==> config.mk <==
export PLATFORM = sky130hd
export DESIGN_NAME = strap_latch_ctrl
export DESIGN_NICKNAME = d
export VERILOG_FILES = /design/src/rtl/strap_latch_pkg.sv /design/src/rtl/strap_sync.sv /design/src/rtl/strap_settle_timer.sv /design/src/rtl/strap_phase_fsm.sv /design/src/rtl/strap_diff_gate.sv /design/src/rtl/strap_latch_ctrl.sv
export SDC_FILE = /design/constraint.sdc
export NUM_CORES = 1
export LEC_CHECK = 0
export BUFFER_PORTS_ARGS = -buffer_cell sky130_fd_sc_hd__buf_4
export CAP_MARGIN = 10
export CORE_UTILIZATION = 52
export CTS_CLUSTER_DIAMETER = 80
export DETAILED_ROUTE_END_ITERATION = 6
export PLACE_DENSITY = 0.74
export SLEW_MARGIN = 10
export SYNTH_ARGS = -nofsm -noshare
export SYNTH_HDL_FRONTEND = slang
export SYNTH_SLANG_ARGS = --single-unit
==> constraint.sdc <==
create_clock -name clk -period 1.9 [get_ports clk]
set_input_delay 0.285 -clock clk [delete_from_list [all_inputs] [get_ports clk]]
set_output_delay 0.285 -clock clk [all_outputs]
set_load 0.02 [all_outputs]
==> src/rtl/strap_latch_pkg.sv <==
package strap_latch_pkg;
  typedef enum logic [1:0] {
    PH_STRAP  = 2'd0,
    PH_SETTLE = 2'd1,
    PH_RUN    = 2'd2,
    PH_SLEEP  = 2'd3
  } phase_t;

  localparam logic [2:0] FS_CODE_HIZ  = 3'b000;
  localparam logic [2:0] FS_CODE_RSVD = 3'b101;
endpackage

==> src/rtl/strap_sync.sv <==
module strap_sync #(
  parameter int W      = 4,
  parameter int STAGES = 2
) (
  input  logic         clk,
  input  logic         rst,
  input  logic [W-1:0] d,
  output logic [W-1:0] q
);
  logic [W-1:0] pipe [STAGES];

  always_ff @(posedge clk) begin
    if (rst) begin
      for (int i = 0; i < STAGES; i++) pipe[i] <= '0;
    end else begin
      pipe[0] <= d;
      for (int i = 1; i < STAGES; i++) pipe[i] <= pipe[i-1];
    end
  end

  assign q = pipe[STAGES-1];
endmodule

==> src/rtl/strap_settle_timer.sv <==
module strap_settle_timer #(
  parameter int LIMIT = 42954
) (
  input  logic clk,
  input  logic rst,
  input  logic run,
  output logic done
);
  localparam int CW = $clog2(LIMIT + 1);
  localparam logic [CW-1:0] LAST = CW'(LIMIT - 1);

  logic [CW-1:0] cnt;

  always_ff @(posedge clk) begin
    if (rst || !run)  cnt <= '0;
    else if (!done)   cnt <= cnt + 1'b1;
  end

  assign done = run && (cnt == LAST);

  AST_CNT_BOUND: assert property (@(posedge clk) disable iff (rst)
    cnt <= LAST);
endmodule

==> src/rtl/strap_phase_fsm.sv <==
module strap_phase_fsm
  import strap_latch_pkg::*;
#(
  parameter int STRAP_W = 3
) (
  input  logic               clk,
  input  logic               rst,
  input  logic               strobe_s,
  input  logic [STRAP_W-1:0] pins_s,
  input  logic               settle_done,
  output phase_t             phase,
  output logic [STRAP_W-1:0] strap_q
);
  always_ff @(posedge clk) begin
    if (rst) begin
      phase   <= PH_STRAP;
      strap_q <= '0;
    end else begin
      case (phase)
        PH_STRAP: if (strobe_s) begin
          strap_q <= pins_s;
          phase   <= PH_SETTLE;
        end
        PH_SETTLE: begin
          if (!strobe_s)        phase <= PH_SLEEP;
          else if (settle_done) phase <= PH_RUN;
        end
        PH_RUN:   if (!strobe_s) phase <= PH_SLEEP;
        PH_SLEEP: if (strobe_s)  phase <= PH_SETTLE;
        default:  phase <= PH_STRAP;
      endcase
    end
  end

  AST_NO_RESAMPLE: assert property (@(posedge clk) disable iff (rst)
    (phase != PH_STRAP) |=> $stable(strap_q));
  AST_NO_RETURN_TO_STRAP: assert property (@(posedge clk) disable iff (rst)
    (phase != PH_STRAP) |=> (phase != PH_STRAP));
  AST_RUN_AFTER_SETTLE: assert property (@(posedge clk) disable iff (rst)
    (phase == PH_RUN) && ($past(phase) != PH_RUN) |-> ($past(phase) == PH_SETTLE));
endmodule

==> src/rtl/strap_diff_gate.sv <==
module strap_diff_gate #(
  parameter int N = 7
) (
  input  logic         en,
  input  logic [N-1:0] src,
  output logic [N-1:0] out_t,
  output logic [N-1:0] out_c
);
  for (genvar g = 0; g < N; g++) begin : g_pair
    assign out_t[g] = en &  src[g];
    assign out_c[g] = en & ~src[g];
  end
endmodule

==> src/rtl/strap_latch_ctrl.sv <==
module strap_latch_ctrl
  import strap_latch_pkg::*;
#(
  parameter int STRAP_W     = 3,
  parameter int N_DIFF      = 7,
  parameter int STAB_CYC    = 42954,
  parameter int SYNC_STAGES = 2
) (
  input  logic               clk,
  input  logic               rst,
  input  logic               pg_strobe,
  input  logic [STRAP_W-1:0] strap_pin,
  input  logic [N_DIFF-1:0]  diff_src,
  output logic               strap_oe,
  output logic [STRAP_W-1:0] strap_q,
  output logic               stab_wait,
  output logic               clk_out_en,
  output logic               pwr_down,
  output logic               cpu_hiz,
  output logic               fs_reserved,
  output logic [N_DIFF-1:0]  diff_t,
  output logic [N_DIFF-1:0]  diff_c
);
  localparam int SW = STRAP_W + 1;

  logic [SW-1:0]      sync_q;
  logic               strobe_s;
  logic [STRAP_W-1:0] pins_s;
  logic               settle_done;
  phase_t             phase;

  strap_sync #(.W(SW), .STAGES(SYNC_STAGES)) u_sync (
    .clk(clk), .rst(rst), .d({pg_strobe, strap_pin}), .q(sync_q)
  );
  assign strobe_s = sync_q[SW-1];
  assign pins_s   = sync_q[STRAP_W-1:0];

  strap_settle_timer #(.LIMIT(STAB_CYC)) u_timer (
    .clk(clk), .rst(rst), .run(phase == PH_SETTLE), .done(settle_done)
  );

  strap_phase_fsm #(.STRAP_W(STRAP_W)) u_fsm (
    .clk(clk), .rst(rst), .strobe_s(strobe_s), .pins_s(pins_s),
    .settle_done(settle_done), .phase(phase), .strap_q(strap_q)
  );

  assign strap_oe    = (phase != PH_STRAP);
  assign stab_wait   = (phase == PH_SETTLE);
  assign clk_out_en  = (phase == PH_RUN);
  assign pwr_down    = (phase == PH_SLEEP);
  assign cpu_hiz     = strap_oe && (strap_q[2:0] == FS_CODE_HIZ);
  assign fs_reserved = strap_oe && (strap_q[2:0] == FS_CODE_RSVD);

  strap_diff_gate #(.N(N_DIFF)) u_gate (
    .en(clk_out_en && !cpu_hiz), .src(diff_src), .out_t(diff_t), .out_c(diff_c)
  );

  AST_INPUT_IDLE: assert property (@(posedge clk) disable iff (rst)
    !strap_oe |-> (strap_q == '0));
  AST_SLEEP_QUIET: assert property (@(posedge clk) disable iff (rst)
    pwr_down |-> (diff_t == '0 && diff_c == '0));
  AST_HIZ_QUIET: assert property (@(posedge clk) disable iff (rst)
    cpu_hiz |-> (diff_t == '0 && diff_c == '0));
  AST_EN_AFTER_WAIT: assert property (@(posedge clk) disable iff (rst)
    $rose(clk_out_en) |-> $past(stab_wait));
endmodule

== Yosys cells after proc, flatten, opt, wreduce, memory -nomap -nowiden ==
Memory sizes are Yosys's and may differ from the RTL's.
Cells that the tools add are included.

* Reductions and logical operators: 13
* Eq/ne operators: 8
* Bitwise logic cells: 23
* Mux-type cells: 10
* $add $sub $neg: 1

{| class="wikitable"
|+ Operators by type and width
! kind !! number
|-
| adder 16 x 1 -> 16 bit, second input constant || 1
|-
| equality test 16 bit, second input constant || 1
|-
| bitwise AND 1 bit || 14
|-
| two-way mux 2 bit || 4
|-
| two-way mux 4 bit || 2
|-
| NOT 1 bit || 7
|-
| one-hot mux 2 bit (3 select lines) || 1
|-
| equality test 2 bit, second input constant || 2
|-
| logical AND 1 bit || 4
|-
| equality test 3 bit, second input constant || 1
|-
| zero test 3 bit || 1
|-
| two-way mux 1 bit || 3
|-
| != test 3 bit, second input constant || 1
|-
| AND reduction 3 bit || 1
|-
| equality test 2 x 1 -> 1 bit, second input constant || 1
|-
| zero test 1 bit || 2
|-
| zero test 2 bit || 1
|-
| != test 2 x 1 -> 1 bit, second input constant || 1
|-
| != test 2 bit, second input constant || 1
|-
| bitwise OR 1 bit || 2
|-
| AND reduction 2 bit || 1
|-
| nonzero test 2 bit || 1
|-
| OR reduction 2 bit || 1
|-
| logical OR 1 bit || 1
|}

* Bits in registers: 21
* Memories: 1
* Input bits: 13
* Memory bits (writable): 8
* Output and inout port bits: 23

{| class="wikitable"
|+ Memory list
! memory !! words !! bits a word !! rd ports !! clocked after Yosys merged registers in !! write ports !! RTL line !! text
|-
| u_sync.pipe || 2 || 4 || 2 || 0 || 2 || strap_sync.sv:10 || <nowiki>logic [W-1:0] pipe [STAGES];</nowiki>
|}

== Logic depth before layout (Yosys ltp) ==
Gate-level depths: netlist of the first run.

* Depth after elaboration: 5
* Gate-level depth with buffers: 6

== Modules after synthesis ==
A second synthesis of the first run with hierarchy kept.

* Cell total of the unflattened synthesis: 168
* Area total of the unflattened synthesis: 1453.9 µm²

{| class="wikitable"
|+ Modules (own cells, without submodules)
! module !! cells an instance !! seq. area each (µm²) !! instances !! area an instance (µm²)
|-
| strap_settle_timer || 93 || 320.3 || 1 || 780.7
|-
| strap_phase_fsm || 31 || 100.1 || 1 || 254.0
|-
| strap_sync || 20 || 160.2 || 1 || 240.2
|-
| strap_diff_gate || 15 || 0.0 || 1 || 102.6
|-
| strap_latch_ctrl || 9 || 0.0 || 1 || 76.3
|}

== Least setup slack after synthesis of the first run ==
OpenSTA, ideal clock, no wires.

* Kind: register to output
* From: reg u_fsm.phase[0]
* To: out diff_t[0]
* Arrival: 1.934 ns
* Cell stages (with the launch flop): 6
* Setup slack: -0.319 ns
* Cells stage by stage: dfxtp_1 inv_1 ha_1 nor4_1 nor2b_1 and2_1

* Word-level cells in the longest chain between the ends: 5
* Elaborated cells between the ends (all ways): 6

{| class="wikitable"
|+ RTL lines
! element !! RTL line !! text
|-
| start, declared || strap_phase_fsm.sv:11 || <nowiki>output phase_t phase,</nowiki>
|-
| start signal, assigned || strap_phase_fsm.sv:16 || <nowiki>phase <= PH_STRAP;</nowiki>
|-
| start signal, assigned || strap_phase_fsm.sv:22 || <nowiki>phase <= PH_SETTLE;</nowiki>
|-
| start signal, assigned || strap_phase_fsm.sv:25 || <nowiki>if (!strobe_s) phase <= PH_SLEEP;</nowiki>
|-
| nonzero test 2 bit || strap_latch_ctrl.sv:47 || <nowiki>assign strap_oe = (phase != PH_STRAP);</nowiki>
|-
| logical AND 1 bit || strap_latch_ctrl.sv:51 || <nowiki>assign cpu_hiz = strap_oe && (strap_q[2:0] == FS_CODE_HIZ);</nowiki>
|-
| named net cpu_hiz || strap_latch_ctrl.sv:19 || <nowiki>output logic cpu_hiz,</nowiki>
|-
| zero test 1 bit || strap_latch_ctrl.sv:55 || <nowiki>.en(clk_out_en && !cpu_hiz), .src(diff_src), .out_t(diff_t), .out_c(diff_c)</nowiki>
|-
| logical AND 1 bit || strap_latch_ctrl.sv:55 ||
|-
| bitwise AND 1 bit || strap_diff_gate.sv:10 || <nowiki>assign out_t[g] = en & src[g];</nowiki>
|-
| end, declared || strap_latch_ctrl.sv:21 || <nowiki>output logic [N_DIFF-1:0] diff_t,</nowiki>
|}

The timed path passes the listed nets, and every way through them passes these cells.

== Worst setup path after layout of the first run ==
* From: reg u_timer.cnt[5]
* To: reg u_fsm.phase[0]

* Word-level cells in the longest chain between the ends: 4

{| class="wikitable"
|+ RTL lines
! element !! RTL line !! text
|-
| start, declared || strap_settle_timer.sv:12 || <nowiki>logic [CW-1:0] cnt;</nowiki>
|-
| start signal, assigned || strap_settle_timer.sv:16 || <nowiki>else if (!done) cnt <= cnt + 1'b1;</nowiki>
|-
| equality test 16 bit || strap_settle_timer.sv:19 || <nowiki>assign done = run && (cnt == LAST);</nowiki>
|-
| logical AND 1 bit || strap_settle_timer.sv:19 ||
|-
| != test 3 bit (no line) || - ||
|-
| AND reduction 3 bit (no line) || - ||
|}

Every way passes these cells.
A chain may end at the register's enable or synchronous reset.

==> results.sh, run 1 <==
export IMPL_status="completed"
export IMPL_port_buffers=35
export IMPL_hold_buffers=0
export IMPL_clkTransAtPathRegs_ps=90
export IMPL_gp_congestion=0.867
export IMPL_arrival_ps=2040
export IMPL_grt_overflow_total=0
export IMPL_grt_busiest_layer="met2"
export IMPL_total_power_uw=2140
export IMPL_seqCellArea_um2=583
export IMPL_htree_levels=2
export IMPL_met3_usage_pct=8.61
export IMPL_insertion_delay_ps=330
export IMPL_synthCells=163
export IMPL_design_area_um2=1880
export IMPL_fmax_ghz=0.542
export IMPL_path_class="reg -> reg"
export IMPL_vias=1314
export IMPL_drtAntennaViolNets=0
export IMPL_hold_viol=0
export IMPL_cts_root_buf="clkbuf_4"
export IMPL_ir_drop_v=0.00116
export IMPL_async_flop_share_pct=0
export IMPL_core_area_um2=2540
export IMPL_vias_per_cell=5.52
export IMPL_grt_use_total_pct=23.9
export IMPL_drive_gt1_share_pct=31.3
export IMPL_synth_area_leader_cell="dfxtp_1"
export IMPL_fin_skew_ps=7.16
export IMPL_grt_max_degree=16
export IMPL_slew_viol_final=0
export IMPL_place_hpwl_um=2270
export IMPL_worst_pin_slew_ps=466
export IMPL_cts_tree="done"
export IMPL_p_leak_uw=0.000778
export IMPL_cts_max_path_buffers=2
export IMPL_netlist_top_cells_area="dfxtp_1 (41%), ha_1 (6.1%), nor2_1 (4.5%)"
export IMPL_cp_required_ps=2100
export IMPL_multi_input_area_um2=848
export IMPL_power_density_nw_per_um2=1140
export IMPL_wl_per_cell_um=13.2
export IMPL_cap_viol_max_count=0
export IMPL_area_growth_pct=32.1
export IMPL_hold_path_class="in -> reg"
export IMPL_critPathLaunchType="flop"
export IMPL_firstDrtPassIters=4
export IMPL_ys_seq_elements=29
export IMPL_setup_viol=0
export IMPL_die_area_um2=2960
export IMPL_die_h_um=54.4
export IMPL_diodes=0
export IMPL_seq_area_frac_synth_pct=40.7
export IMPL_std_cell_rows=18
export IMPL_ys_flop_type="dfxtp_1"
export IMPL_wirelength_um=3140
export IMPL_use_met2_pct=40.0
export IMPL_cp_slowest_cell="nor4b_1"
export IMPL_crit_buf_inv=0
export IMPL_max_stage_delay_ps=490
export IMPL_nFillCells=199
export IMPL_clock_sinks=29
export IMPL_fin_nets=227
export IMPL_synth_edff_count=0
export IMPL_place_area_um2=1740
export IMPL_antenna_found_initial=0
export IMPL_setup_tns_final_ps=0
export IMPL_die_w_um=54.4
export IMPL_synth_warnings=0
export IMPL_critPathTopFamily="simple AND/OR/NAND/NOR gates"
export IMPL_end_kind="flop"
export IMPL_synthTopCellsByCount="dfxtp_1 (29), nor2_1 (17), nand2_1 (13)"
export IMPL_avgSynthCellArea_um2=8.75
export IMPL_synth_distinct_cells=37
export IMPL_max_slew_margin_pct=68.5
export IMPL_fin_crit_sh_pct=97.1
export IMPL_grt_pass1_vias=1191
export IMPL_cts_made_buffers=5
export IMPL_initial_core_util_pct=56.0
export IMPL_rsz0062_at_grt="false"
export IMPL_grt_pass1_wl_um=4840
export IMPL_syn_area_um2=1430
export IMPL_crit_chain="nor4b_1 -> nand4_2 -> mux2i_1 -> a2111oi_0"
export IMPL_period_needed_ps=1840
export IMPL_cp_max_fo=7
export IMPL_drc=0
export IMPL_use_met1_pct=27.2
export IMPL_mappedNetlistNets=183
export IMPL_synth_top_cell_area_share_pct=40.7
export IMPL_drt_iter0_drc=52
export IMPL_io_pins=36
export IMPL_synth_most_common_cell="dfxtp_1"
-- flip-flops by register name (all words and copies together), names as in the netlist --
register and cells:
u_fsm.phase 2, u_fsm.strap_q 3, u_sync.pipe 8, u_timer.cnt 16
-- report_power, final --
| group | switching, µW | total (µW) | internal [µW] | leakage (µW) |
|---|---|---|---|---|
| sequential | 30.0 | 680 | 650 | 0.000237 |
| combinational | 496 | 935 | 439 | 0.000496 |
| clock | 211 | 525 | 314 | 0.0000455 |
| total | 737 | 2140 | 1400 | 0.000778 |
-- worst paths after layout --
check                           slack [ps]                 to  depth (start not counted)              start
worst max register to register          60     u_fsm.phase[0]                          4     u_timer.cnt[5]
worst min register to register         440  u_sync.pipe[0][5]                          1  u_sync.pipe[0][1]
worst max-delay path                    60     u_fsm.phase[0]                          4     u_timer.cnt[5]
worst min-delay path                   170  u_sync.pipe[0][0]                          2       strap_pin[0]
-- area by class of cell --
class	count	share of cell area [%]
multi-input cells	125	45.0
flip-flops and latches	29	30.9
repair buffers	42	16.7
clock buffers	7	2.92
well taps	30	1.99
clock inverters	1	1.59
inverters	4	0.797
-- through the flow --
stage | util (%) | setup WS, ps | hold WS, ps | instances
detailed placement | 68.5 | 141 | 431 | 226
finish | 74.0 | 55.2 | 168 | 238
global route | 74.0 | 10.8 | 175 | 238
global placement | 68.5 | 217 | 419 | 226
floorplan | - | 78.0 | 357 | 163
CTS | 74.0 | 4.60 | 159 | 238
-- cells in the final DEF (no fill, tap or decap), types with 2 or more instances in the layout --
master | netlist | layout
a21oi_1 | 10 | 10
and2_1 | 8 | 8
buf_4 | 0 | 42
clkbuf_4 | 0 | 5
dfxtp_1 | 29 | 27
dfxtp_2 | 0 | 2
ha_1 | 7 | 6
inv_1 | 4 | 2
inv_2 | 0 | 2
mux2i_1 | 2 | 2
nand2_1 | 13 | 13
nand3_1 | 9 | 9
nand3b_1 | 2 | 2
nand4_1 | 5 | 5
nor2_1 | 17 | 17
nor2b_1 | 10 | 9
nor3_1 | 4 | 4
o21ai_0 | 3 | 3
o31ai_1 | 3 | 3
or3_2 | 2 | 2
or4_1 | 4 | 4
xnor2_1 | 3 | 3
xor2_1 | 5 | 5
-- worst reg2reg max path, stage by stage, from the launching register on --
cell       delay [ps]
dfxtp_1           410
nor4b_1           490
nand4_2           320
mux2i_1           190
a2111oi_0         310
-- metal layers --
layer  wire length [µm]  vias to the layer above
li1                   -                      652
met1               1300                      597
met2               1530                       57
met3                266                        8
met4                 47                        0
met5                  0                        -
-- timing repair --
action,CTS,global route
setup buffers,4,0
gates resized for setup,9,0
setup endpoints to repair,14,14
pin swaps,2,1
-- cell families (layout without fill, tap and decap cells) --
| kind of cell | after synthesis | count (layout) | synth area share [%] |
|---|---|---|---|
| AND/OR/NAND/NOR | 89 | 89 | 36.6 |
| flip-flops | 29 | 29 | 40.7 |
| AO/OA/AOI/OAI | 19 | 19 | 7.81 |
| buffers and inverters | 9 | 54 | 2.46 |
| XOR/XNOR | 8 | 8 | 4.91 |
| adder cells (fa/ha/maj) | 7 | 7 | 6.14 |
| multiplexers | 2 | 2 | 1.40 |
Note: power is estimated with default switching activity, not from simulation.
==> run 2, diff against run 1 <==
--- a/config.mk
+++ b/config.mk
@@ -11,6 +11,7 @@
 export CTS_CLUSTER_DIAMETER = 80
 export DETAILED_ROUTE_END_ITERATION = 6
 export PLACE_DENSITY = 0.74
+export SETUP_SLACK_MARGIN = 0.3
 export SLEW_MARGIN = 10
 export SYNTH_ARGS = -nofsm -noshare
 export SYNTH_HDL_FRONTEND = slang
==> run 2 against run 1 <==
Maximum frequency down 1.1%. Combinational power is 45% higher. Clock skew rose by 1.1 ps. Register-to-register slack improved by 280 ps. Worst hold slack better by 2.3 ps. Core utilization grew 11 points. Critical endpoint is now diff_t[3]. Largest cell class unchanged. Largest power group unchanged.
==> results.sh, run 2 (synthesis results as in run 1) <==
export IMPL_status="completed"
export IMPL_worst_pin_slew_ps=357
export IMPL_die_w_um=54.4
export IMPL_hold_viol=0
export IMPL_cts_made_buffers=5
export IMPL_p_leak_uw=0.000853
export IMPL_largest_reg_flops=16
export IMPL_fmax_ghz=0.536
export IMPL_grt_use_total_pct=26.3
export IMPL_insertion_delay_ps=330
export IMPL_top_register="u_timer.cnt"
export IMPL_period_needed_ps=1870
export IMPL_place_hpwl_um=2290
export IMPL_vias_per_cell=5.66
export IMPL_crit_chain="inv_4 -> ha_4 -> nor4_4 -> buf_4 -> nor2b_4 -> and2_4 -> buf_6"
export IMPL_reg_largest_list="u_timer.cnt x16, u_sync.pipe x8, u_fsm.strap_q x3"
export IMPL_arrival_ps=1580
export IMPL_clkTransAtPathRegs_ps=80
export IMPL_gp_congestion=0.793
export IMPL_grt_pass1_wl_um=5260
export IMPL_port_buffers=35
export IMPL_most_common_layout_cells="buf_4 (32), dfxtp_1 (26), buf_6 (19)"
export IMPL_pwr_share_seq_pct=28.1
export IMPL_dp_slack_ps=124
export IMPL_die_h_um=54.4
export IMPL_critPathLaunchType="flop"
export IMPL_grt_pass1_vias=1145
export IMPL_ir_drop_v=0.00114
export IMPL_final_common_cell="buf_4"
export IMPL_cap_viol_max_count=0
export IMPL_fin_util_pct=85.2
export IMPL_cts_max_path_buffers=2
export IMPL_slew_viol_final=0
export IMPL_combPwrFrac_pct=54.6
export IMPL_hold_path_class="in -> reg"
export IMPL_fin_nets=236
export IMPL_core_area_um2=2540
export IMPL_seqCellArea_um2=589
export IMPL_wl_per_cell_um=15.1
export IMPL_cts_tree="done"
export IMPL_total_power_uw=2480
export IMPL_vias=1399
export IMPL_max_stage_delay_ps=360
export IMPL_fin_crit_sh_pct=98.2
export IMPL_firstDrtPassIters=4
export IMPL_io_pins=36
export IMPL_clock_sinks=29
export IMPL_grt_overflow_total=0
export IMPL_drive_gt1_share_pct=46.5
export IMPL_sw_frac_of_total_pct=36.5
export IMPL_p_int_uw=1570
export IMPL_cp_required_ps=1620
export IMPL_wirelength_um=3730
export IMPL_area_growth_pct=51.9
export IMPL_netSwitchingPower_uw=905
export IMPL_cp_max_fo=7
export IMPL_end_kind="output pin"
export IMPL_setup_viol=0
export IMPL_rsz0062_at_grt="true"
export IMPL_p_clk_share_pct=17.2
export IMPL_max_slew_margin_pct=76.1
export IMPL_grt_max_degree=16
export IMPL_diodes=0
export IMPL_drtAntennaViolNets=0
export IMPL_drt_iter0_drc=30
export IMPL_fin_skew_ps=8.24
export IMPL_setup_tns_final_ps=0
export IMPL_power_density_nw_per_um2=1140
export IMPL_finalWorstSetupSlack_ps=34.4
export IMPL_std_cell_rows=18
export IMPL_initial_core_util_pct=56.0
export IMPL_hold_buffers=0
export IMPL_path_class="reg -> out"
export IMPL_cts_root_buf="clkbuf_4"
export IMPL_htree_levels=2
export IMPL_die_area_um2=2960
export IMPL_cp_slowest_cell="dfxtp_4"
export IMPL_nFillCells=135
export IMPL_antenna_found_initial=0
export IMPL_drc=0
export IMPL_multi_input_area_um2=993
==> run 2: cell types whose count changed in the layout (fill, tap and decap cells not counted), moves of 7 or more <==
cell	delta
nor2_4	+7
nor2_1	-7
buf_4	-10
and2_4	+7
buf_6	+19
and2_1	-8
==> run 2: path summary, 6_finish.rpt <==
path / startpoint / endpoint / slack, ps / cells after the start
worst max-delay path: u_fsm.phase[0] / diff_t[3] / 30 / 7
worst min-delay path: pg_strobe / u_sync.pipe[0][3] / 170 / 2
worst max register to register: u_timer.cnt[2] / u_timer.cnt[14] / 340 / 4
worst min register to register: u_sync.pipe[0][2] / u_sync.pipe[0][6] / 440 / 1
==> run 2: worst max-delay path: cells and delay by family, from the launching register on <==
family / cells / cell delay [ps]
simple gates: 3 / 410
flops: 1 / 360
buf+inv: 3 / 340
fa+ha+maj: 1 / 150
==> run 2: repair_timing <==
action,4_1_cts,5_1_grt
buffers inserted,10,4
gates resized for setup,30,12
pin swaps,9,3
endpoints found under the hold margin,0,0
setup endpoints to repair,17,21
==> run 2: final cells by class <==
cell class,instances,share of cell area [%]
sequential,29,27.2
multi-input combinational,125,45.8
inverter,4,1.04
clock inverter,1,0.231
tap,30,1.73
timing repair buffer,51,21.0
clock buffer,7,3.00
==> run 2: per-stage QoR <==
step / instances / hold WS [ps] / area [µm²]
final: 247 / 170 / 2170
after global routing: 247 / 161 / 2170
after CTS: 243 / 157 / 2100
after detailed placement: 225 / 420 / 1820
after global placement: 225 / 419 / 1820
after floorplan: 163 / 357 / 1540
==> run 2: metal layers <==
metal / up-vias / GRT usage [%] / part of all wire (%)
li1: 679 / - / -
met1: 655 / 30.4 / 41
met2: 54 / 43.9 / 50
met3: 11 / 9.44 / 7.1
met4: 0 / 10.3 / 1.9
met5: - / 0 / 0
==> run 2: power groups by stage <==
stage	clock [µW]	sequential (µW)	combinational, µW
floorplan	0	711	636
global placement	0	715	869
detailed placement	0	721	896
CTS	436	697	1190
global route	468	702	1430
finish	427	698	1360
==> run 3, diff against run 2 <==
--- a/config.mk
+++ b/config.mk
@@ -7,10 +7,10 @@
 export LEC_CHECK = 0
 export BUFFER_PORTS_ARGS = -buffer_cell sky130_fd_sc_hd__buf_4
 export CAP_MARGIN = 10
-export CORE_UTILIZATION = 52
+export CORE_UTILIZATION = 45
 export CTS_CLUSTER_DIAMETER = 80
 export DETAILED_ROUTE_END_ITERATION = 6
-export PLACE_DENSITY = 0.74
+export PLACE_DENSITY = 0.65
 export SETUP_SLACK_MARGIN = 0.3
 export SLEW_MARGIN = 10
 export SYNTH_ARGS = -nofsm -noshare
==> run 3 against run 2 <==
Die area grew 15%. Combinational power is essentially flat. Cell area grew 2.4%. Clock skew is essentially flat. Register-to-register slack lost 60 ps.
==> results.sh, run 3 (synthesis results as in run 1) <==
export IMPL_max_slew_margin_pct=69.5
export IMPL_io_pins=36
export IMPL_vias_per_cell=5.16
export IMPL_initial_core_util_pct=47.1
export IMPL_area_growth_pct=55.5
export IMPL_drtAntennaViolNets=0
export IMPL_hold_buffers=0
export IMPL_grt_overflow_total=0
export IMPL_power_density_nw_per_um2=1140
export IMPL_critPathLaunchType="flop"
export IMPL_top_register="u_timer.cnt"
export IMPL_hp_start="pg_strobe"
export IMPL_hold_viol=0
export IMPL_critPathTopFamily="simple AND/OR/NAND/NOR gates"
export IMPL_die_h_um=58.3
export IMPL_final_common_cell="buf_4"
export IMPL_cts_max_path_buffers=2
export IMPL_largest_reg_flops=16
export IMPL_setup_viol=0
export IMPL_grt_use_total_pct=21.4
export IMPL_die_w_um=58.3
export IMPL_cp_required_ps=1620
export IMPL_cp_slowest_cell="dfxtp_4"
export IMPL_whs_ps=162
export IMPL_crit_start="u_fsm.phase[0]"
export IMPL_fin_crit_sh_pct=97.7
export IMPL_crit_buf_inv=3
export IMPL_fin_nets=236
export IMPL_hold_path_class="in -> reg"
export IMPL_cts_tree="done"
export IMPL_drive_gt1_share_pct=49.3
export IMPL_cts_made_buffers=5
export IMPL_place_hpwl_um=2270
export IMPL_path_class="reg -> out"
export IMPL_drc=0
export IMPL_fin_skew_ps=8.60
export IMPL_wl_per_cell_um=14.2
export IMPL_dp_slack_ps=264
export IMPL_grt_pass1_wl_um=5430
export IMPL_end_kind="output pin"
export IMPL_arrival_ps=1570
export IMPL_period_needed_ps=1860
export IMPL_drt_iter0_drc=47
export IMPL_grt_pass1_vias=1238
export IMPL_htree_levels=2
export IMPL_die_area_um2=3400
export IMPL_rsz0062_at_grt="true"
export IMPL_wirelength_um=3700
export IMPL_cap_viol_max_count=0
export IMPL_diodes=0
export IMPL_firstDrtPassIters=4
export IMPL_gp_congestion=0.779
export IMPL_std_cell_rows=20
export IMPL_most_common_layout_cells="buf_4 (30), buf_6 (21), dfxtp_1 (19)"
export IMPL_total_power_uw=2520
export IMPL_max_stage_delay_ps=360
export IMPL_insertion_delay_ps=330
export IMPL_antenna_found_initial=0
export IMPL_grt_max_degree=16
export IMPL_slew_viol_final=0
export IMPL_clkTransAtPathRegs_ps=90
export IMPL_ir_drop_v=0.000867
export IMPL_finalWorstSetupSlack_ps=44.4
export IMPL_reg2reg_from="u_fsm.phase[0]"
export IMPL_p_leak_uw=0.000872
export IMPL_port_buffers=35
export IMPL_vias=1347
export IMPL_fmax_ghz=0.539
export IMPL_clock_sinks=29
export IMPL_worst_pin_slew_ps=456
export IMPL_status="completed"
export IMPL_cts_root_buf="clkbuf_4"
export IMPL_reg_largest_list="u_timer.cnt x16, u_sync.pipe x8, u_fsm.strap_q x3"
export IMPL_core_area_um2=3030
export IMPL_crit_chain="inv_4 -> ha_4 -> nor4_4 -> buf_4 -> nor2b_4 -> and2_4 -> buf_6"
export IMPL_cp_max_fo=7
## run 3: changes by cell type in the layout (fill, tap and decap cells not counted), moves of 2 or more
cell,delta
buf_4,-2
dfxtp_1,-7
dfxtp_2,+6
buf_6,+2
## run 3: path summary, 6_finish.rpt
| check | slack (ps) | cells after the start | to |
|---|---|---|---|
| worst max register to register | 280 | 9 | u_fsm.phase[0] |
| worst min register to register | 450 | 1 | u_sync.pipe[0][4] |
| worst max-delay path | 40 | 7 | diff_t[2] |
| worst min-delay path | 160 | 2 | u_sync.pipe[0][3] |
## run 3: final cells by class
class                           instances  area [µm²]
Clock buffer                            7        65.1
Clock inverter                          1        5.00
Fill cell                             236         810
Inverter                                4        22.5
Multi-Input combinational cell        125        1010
Sequential cell                        29         601
Tap cell                               44        55.1
Timing Repair Buffer                   51         462
## run 3: repair_timing
action	CTS	global route
endpoints found under the setup margin	18	22
resized for setup	27	27
setup buffers	9	5
pin swaps	10	8
## run 3: routing by layer
metal	track usage, %	vias up	part of all wire [%]
met3	5.93	11	3.3
met4	7.82	0	2.2
met1	24.3	635	41
met5	0	-	0
met2	38.3	25	54
li1	-	676	-
## run 3: stage by stage
| step | instance area (µm²) | instances | setup TNS (ps) | utilization [%] |
|---|---|---|---|---|
| finish | 2220 | 261 | 0 | 73.3 |
| global route | 2220 | 261 | -222 | 73.3 |
| CTS | 2090 | 256 | 0 | 69.1 |
| detailed placement | 1840 | 239 | 0 | 60.7 |
| global placement | 1840 | 239 | 0 | 60.7 |
| floorplan | 1540 | 163 | 0 | - |
## run 3: worst register-to-register path, cell delays in order (launching register included)
cell and delay [ps]:
dfxtp_4 370, inv_4 50, buf_4 130, ha_4 160
buf_6 120, buf_6 110, buf_6 120, nand2_4 60
o21ai_2 70, a2111oi_2 310
## run 3: report_power, final
part / internal (µW) / switching (µW) / total (µW)
clock: 214 / 215 / 429
combinational: 719 / 667 / 1390
sequential: 658 / 45.4 / 704
